`config.mk`:
```
export PLATFORM = sky130hd
export DESIGN_NAME = cfg_port_bridge
export DESIGN_NICKNAME = d
export VERILOG_FILES = /design/src/rtl/cfgp_pkg.sv /design/src/rtl/cfgp_port_decode.sv /design/src/rtl/cfgp_target_check.sv /design/src/rtl/cfg_port_bridge.sv
export SDC_FILE = /design/constraint.sdc
export NUM_CORES = 1
export LEC_CHECK = 0
export BUFFER_PORTS_ARGS = -buffer_cell sky130_fd_sc_hd__buf_2
export CELL_PAD_IN_SITES_DETAIL_PLACEMENT = 1
export CELL_PAD_IN_SITES_GLOBAL_PLACEMENT = 2
export CORE_AREA = 2 2 273 275
export CTS_CLUSTER_DIAMETER = 60
export CTS_CLUSTER_SIZE = 8
export DETAILED_ROUTE_END_ITERATION = 8
export DIE_AREA = 0 0 275 277
export PLACE_DENSITY = 0.48
export SLEW_MARGIN = 5
export SYNTH_ARGS = -nofsm -noshare
export SYNTH_HDL_FRONTEND = slang
export SYNTH_SLANG_ARGS = --single-unit
export TNS_END_PERCENT = 10
```
`constraint.sdc`:
```
create_clock -name clk -period 7.1 [get_ports clk]
set_input_delay 1.065 -clock clk [delete_from_list [all_inputs] [get_ports clk]]
set_output_delay 1.065 -clock clk [all_outputs]
set_load 0.1 [all_outputs]
```
`src/rtl/cfgp_pkg.sv`:
```
package cfgp_pkg;

    localparam int DEVFN_W = 8;
    localparam int BUS_W   = 8;
    localparam int DATA_W  = 32;

    localparam logic [1:0] SZ_BYTE = 2'd0;
    localparam logic [1:0] SZ_HALF = 2'd1;
    localparam logic [1:0] SZ_WORD = 2'd2;

    typedef enum logic [1:0] {
        ST_IDLE  = 2'd0,
        ST_FETCH = 2'd1,
        ST_REPLY = 2'd2
    } bridge_state_e;

    // All-ones pattern sized to the access; code 3 is treated as a word.
    function automatic logic [DATA_W-1:0] width_mask(input logic [1:0] sz);
        case (sz)
            SZ_BYTE: return 32'h0000_00FF;
            SZ_HALF: return 32'h0000_FFFF;
            default: return 32'hFFFF_FFFF;
        endcase
    endfunction

endpackage

```
`src/rtl/cfgp_port_decode.sv`:
```
module cfgp_port_decode #(
    parameter int                 PORT_AW   = 16,
    parameter logic [PORT_AW-1:0] BASE_PORT = 16'hCF8   // must be dword aligned
) (
    input  logic [PORT_AW-1:0] io_addr,
    input  logic               is_word,
    output logic               hit_addr,
    output logic               hit_data
);
    localparam logic [PORT_AW-1:0] DATA_PORT = BASE_PORT + PORT_AW'(4);

    // Latch port only for a full word at the exact base address
    assign hit_addr = (io_addr == BASE_PORT) && is_word;
    // Data window: any byte lane of the following dword
    assign hit_data = (io_addr[PORT_AW-1:2] == DATA_PORT[PORT_AW-1:2]);
endmodule

```
`src/rtl/cfgp_target_check.sv`:
```
module cfgp_target_check
    import cfgp_pkg::*;
#(
    parameter int NUM_BUSES = 2   // power of two, 1..256
) (
    input  logic                          enable,
    input  logic [1:0]                    align_bits,
    input  logic [BUS_W-1:0]              bus,
    input  logic [DEVFN_W-1:0]            devfn,
    input  logic [NUM_BUSES*(1<<DEVFN_W)-1:0] dev_present,
    output logic                          target_ok
);
    localparam int DEVFNS    = 1 << DEVFN_W;
    localparam int PRES_W    = NUM_BUSES * DEVFNS;
    localparam int IDX_W     = $clog2(PRES_W);
    localparam int BUS_SEL_W = (NUM_BUSES > 1) ? $clog2(NUM_BUSES) : 1;

    logic             in_range;
    logic [IDX_W-1:0] idx;

    assign in_range = (int'(bus) < NUM_BUSES);

    generate
        if (NUM_BUSES == 1) begin : g_single_bus
            assign idx = devfn;
        end else begin : g_multi_bus
            assign idx = {bus[BUS_SEL_W-1:0], devfn};
        end
    endgenerate

    assign target_ok = enable && (align_bits == 2'b00) && in_range && dev_present[idx];
endmodule

```
`src/rtl/cfg_port_bridge.sv`:
```
module cfg_port_bridge
    import cfgp_pkg::*;
#(
    parameter int                 PORT_AW   = 16,
    parameter logic [PORT_AW-1:0] BASE_PORT = 16'hCF8,
    parameter int                 NUM_BUSES = 2
) (
    input  logic                          clk,
    input  logic                          rst_n,
    input  logic                          io_valid,
    input  logic                          io_write,
    input  logic [PORT_AW-1:0]            io_addr,
    input  logic [1:0]                    io_size,
    input  logic [31:0]                   io_wdata,
    output logic                          io_ready,
    output logic                          io_rvalid,
    output logic [31:0]                   io_rdata,
    input  logic [NUM_BUSES*256-1:0]      dev_present,
    output logic                          cfg_req,
    output logic                          cfg_we,
    output logic [7:0]                    cfg_bus,
    output logic [7:0]                    cfg_devfn,
    output logic [7:0]                    cfg_off,
    output logic [1:0]                    cfg_len,
    output logic [31:0]                   cfg_wdata,
    input  logic [31:0]                   cfg_rdata
);

    bridge_state_e     state, state_nx;
    logic [DATA_W-1:0] addr_q;
    logic [DATA_W-1:0] rdata_q;
    logic [1:0]        size_q;
    logic              hit_addr, hit_data, target_ok, accept;

    cfgp_port_decode #(.PORT_AW(PORT_AW), .BASE_PORT(BASE_PORT)) u_decode (
        .io_addr  (io_addr),
        .is_word  (io_size[1]),
        .hit_addr (hit_addr),
        .hit_data (hit_data)
    );

    cfgp_target_check #(.NUM_BUSES(NUM_BUSES)) u_check (
        .enable      (addr_q[31]),
        .align_bits  (addr_q[1:0]),
        .bus         (addr_q[23:16]),
        .devfn       (addr_q[15:8]),
        .dev_present (dev_present),
        .target_ok   (target_ok)
    );

    assign accept = io_valid && (state == ST_IDLE);

    // State register
    always_ff @(posedge clk or negedge rst_n) begin
        if (!rst_n) state <= ST_IDLE;
        else        state <= state_nx;
    end

    // Transitions: write, local read, forward read, capture, release
    always_comb begin
        state_nx = state;
        unique case (state)
            ST_IDLE: begin
                if (accept && !io_write)
                    state_nx = (hit_data && target_ok) ? ST_FETCH : ST_REPLY;
            end
            ST_FETCH: state_nx = ST_REPLY;
            ST_REPLY: state_nx = ST_IDLE;
            default:  state_nx = ST_IDLE;
        endcase
    end

    // Outputs
    always_comb begin
        io_ready  = 1'b0;
        io_rvalid = 1'b0;
        cfg_req   = 1'b0;
        unique case (state)
            ST_IDLE: begin
                io_ready = 1'b1;
                cfg_req  = io_valid && hit_data && target_ok;
            end
            ST_FETCH: ;
            ST_REPLY: io_rvalid = 1'b1;
            default: ;
        endcase
    end

    assign cfg_we    = io_write;
    assign cfg_bus   = addr_q[23:16];
    assign cfg_devfn = addr_q[15:8];
    assign cfg_off   = {addr_q[7:2], io_addr[1:0]};
    assign cfg_len   = io_size;
    assign cfg_wdata = io_wdata;
    assign io_rdata  = rdata_q;

    // Address latch
    always_ff @(posedge clk or negedge rst_n) begin
        if (!rst_n)                            addr_q <= '0;
        else if (accept && io_write && hit_addr) addr_q <= io_wdata;
    end

    // Read reply data
    always_ff @(posedge clk or negedge rst_n) begin
        if (!rst_n) begin
            rdata_q <= '0;
            size_q  <= SZ_BYTE;
        end else if (accept && !io_write) begin
            size_q  <= io_size;
            rdata_q <= hit_addr ? addr_q : width_mask(io_size);
        end else if (state == ST_FETCH) begin
            rdata_q <= cfg_rdata & width_mask(size_q);
        end
    end

    // latch changes only on an accepted write
    p_latch_hold_r1: assert property (@(posedge clk) disable iff (!rst_n)
        !(io_valid && io_ready && io_write) |=> $stable(addr_q));
    // requests need the enable bit
    p_req_enabled_r2: assert property (@(posedge clk) disable iff (!rst_n)
        cfg_req |-> addr_q[31]);
    // requests need a dword-aligned latch
    p_req_aligned_r3: assert property (@(posedge clk) disable iff (!rst_n)
        cfg_req |-> (addr_q[1:0] == 2'b00));
    // offset upper bits come from the latch register index
    p_off_index_r5: assert property (@(posedge clk) disable iff (!rst_n)
        cfg_req |-> (cfg_off[7:2] == addr_q[7:2]));
    // byte replies carry nothing above bit 7
    p_byte_width_r7: assert property (@(posedge clk) disable iff (!rst_n)
        (io_rvalid && size_q == SZ_BYTE) |-> (io_rdata[31:8] == 24'd0));
    // forwarded read waits one cycle, strobe not repeated
    p_fetch_after_rd_r8: assert property (@(posedge clk) disable iff (!rst_n)
        (cfg_req && !cfg_we) |=> (state == ST_FETCH && !cfg_req));
    // reply lasts one cycle
    p_reply_single_r8: assert property (@(posedge clk) disable iff (!rst_n)
        io_rvalid |=> !io_rvalid);
    // no acceptance while a reply is shown
    p_busy_reply_r10: assert property (@(posedge clk) disable iff (!rst_n)
        io_rvalid |-> !io_ready);

endmodule

```
==> flow_summary.yaml <==
grt:
  track_usage_pct: 14.4
  grt_pass1_wl_um: 77100
  grt_max_degree: 67
  grt_overflow: 0
  grt_pass1_vias: 9879
  antenna_found_initial: 24
clock_tree:
  numCtsBuffers: 9
  cts_tree: "yes"
  cts_setup_buffers: 0
  cts.sink_count: 68
  cts-htree-levels: 3
  cts_buffer_depth: 2
  clkTransAtPathRegs_ns: 0.07
  hold_buffers: 0
  ctsRootBufferMaster: "clkbuf_16"
  post_cts_resized: 0
  clk_latency_ns: 0.36
sta:
  hold_viol_final: 0
  finClkSkew_ns: 0.0120
  setup_viol: 0
  setup_tns_ns: 0
  slew_headroom_pct: 30.4
  fmax_mhz: 188
  maxSlewViolCount: 0
  worst_slew_pin_slew_ns: 1.04
  rsz0062_at_grt: "false"
  finalCritPeriodShare_pct: 74.8
  finalCriticalPeriod_ns: 5.31
routing:
  drtIter0Drc: 365
  drcViolationCount: 0
  finalWirelength_um: 56200
  wl_per_cell_um: 24.6
  vias_per_cell: 3.84
  vias: 8781
  drtPass1Iterations: 4
  postRouteAntennaNets: 0
critical_path:
  cp-end-kind: "output port"
  crit_path_start_kind: "register"
  slowest_delay_ns: 0.74
  worst_path_max_delay_cell: "dfrtp_4"
  worstPathCellList: "buf_12 -> buf_4 -> mux4_2 -> mux2i_1 -> o31ai_1 -> a211oi_1 -> a311o_1 -> o21ai_2 -> and3_1 -> buf_2"
  cp.arrival_ns: 4.25
  worstPathMaxFanout: 42
  cp.required_ns: 6.03
  critical_path_class: "reg -> out"
synthesis:
  yosysUniqueCellTypes: 57
  syn-num-nets: 1302
  netlist_area_mm2: 0.00784
  yosys.area.top_type: "mux4_2"
  synth.avg_cell_area_um2: 11.1
  synthFlopType: "dfrtp_1"
  seq_area_frac_synth_pct: 21.7
  ys.warnings.count: 0
  synth-edff-count: 0
  synth-async-reset-ratio_pct: 100
  synth_top_area_share_pct: 29.9
  synth_area_leaders: "mux4_2, dfrtp_1, buf_4"
  ys_ff_latch: 68
  syn_inst: 704
power:
  peakVddDrop_uv: 147
  power_leakage_nw: 5.33
  power_mw: 1.62
  p_per_area_mw_per_mm2: 134
die:
  start_util_pct: 10.7
  io_pins: 692
  fp.dieW_um: 275
  core_region_area_mm2: 0.0736
  die_area_mm2: 0.0762
  die_y_um: 277
  rows: 100
cells_and_area:
  area_growth_pct: 54.6
  finish.instance_area_mm2: 0.0121
  stdcell_count: 2286
  nets: 1898
  drive_gt1_share_pct: 67.1
  fill_cells: 8754
  utilization_pct: 16.5
place:
  gp_congestion: 0.889
  dp.cells: 2258
  io_buffers: 691
  dpl.hpwl_um: 48700
  dpl_cell_area_mm2: 0.0118
job:
  drv_cap: 0
run_status:
  outcome: "finished clean"
min_path:
  hold_class: "reg -> reg"
## cells in the mapped netlist (all sizes together) (2+ instances only)
cell,count
a211oi,3
a21o,2
a21oi,17
a22o,7
a22oi,14
a311oi,3
a31oi,28
and2,6
and2b,3
and3,3
buf,98
clkbuf,23
dfrtp,68
mux2,37
mux2i,33
mux4,118
nand2,57
nand2b,7
nand3,20
nand4,11
nand4b,2
nor2,42
nor2b,12
nor3,8
nor3b,3
nor4,4
o21ai,38
o22ai,17
or2,2
or4,3
## path summary, 6_finish.rpt
check | from | to | slack [ns] | cells past startpoint
worst min register to register | io_rdata[4]$_DFFE_PN0P_ | io_rdata[4]$_DFFE_PN0P_ | 0.48 | 2
min in group asynchronous | rst_n | io_rdata[17]$_DFFE_PN0P_ | 0.68 | 1
worst min-delay path | io_rdata[4]$_DFFE_PN0P_ | io_rdata[4]$_DFFE_PN0P_ | 0.48 | 2
max in group asynchronous | rst_n | addr_q[9]$_DFFE_PN0P_ | 5.44 | 2
worst max register to register | addr_q[8]$_DFFE_PN0P_ | state[0]$_DFFE_PN0P_ | 3.38 | 9
worst max-delay path | addr_q[8]$_DFFE_PN0P_ | cfg_req | 1.79 | 10
## sequential cells by signal, indices dropped and copies added (netlist names)
register	count
io_rdata	32
size_q	2
state	2
addr_q	32
## placed cells by master (no fill, tap or decap), types with 4 or more instances in the layout
master	count
dfrtp_1	62
o21ai_0	35
nand4_1	10
and2_1	6
nor4_1	4
a21oi_1	17
a22oi_1	12
buf_2	690
nor3_1	8
nand2_1	57
mux2i_1	33
o22ai_1	17
nor2b_1	11
mux4_2	104
nor2_1	42
buf_4	13
clkbuf_16	9
mux2_2	35
a22o_1	7
diode_2	12
mux4_1	14
a31oi_1	28
nand3_1	19
nand2b_1	6
## cell type report
cell class | instances | area, µm² | area share (%)
antenna | 12 | 30.0 | 0.248
clock buffer | 12 | 246 | 2.03
clock inverter | 4 | 25.0 | 0.206
inverter | 1 | 3.75 | 0.0310
multi-input combinational | 514 | 5280 | 43.5
sequential | 68 | 1720 | 14.2
tap | 969 | 1210 | 10.0
timing repair buffer | 706 | 3610 | 29.8
## worst max-delay path: cells and delay by family (launching register included)
family	cells	cell delay (ns)
AOI/OAI and AO/OA	4	0.67
muxes	2	1.00
DFF	1	0.74
buffers and inverters	3	1.20
and+or+nand+nor	1	0.16
## logic make-up after synthesis
group | count (synthesis) | synth area share (%)
mux | 188 | 44.1
buf+inv | 122 | 11.2
flops | 68 | 21.7
simple gates | 188 | 11.8
compound gates | 138 | 11.2
## through the flow
step	setup slack, ns	hold slack, ns
after floorplan	2.93	0.474
after global placement	1.92	0.463
after detailed placement	1.88	0.467
after CTS	1.47	0.480
after global routing	1.43	0.501
final	1.79	0.478
## power breakdown
group / total, mW / switching [mW] / internal, mW
clock network: 0.440 / 0.195 / 0.246
logic: 0.739 / 0.513 / 0.226
registers: 0.442 / 0.0188 / 0.423
total: 1.62 / 0.727 / 0.894
## per-layer routing
metal	vias to the layer above	global-route usage, %	routed length [µm]
met5	-	0	63
met4	10	4.93	1270
met3	65	3.46	4240
met2	466	25.9	29300
met1	4276	16.5	21400
li1	3964	-	-
No activity file was read; power rests on OpenSTA's default activity.
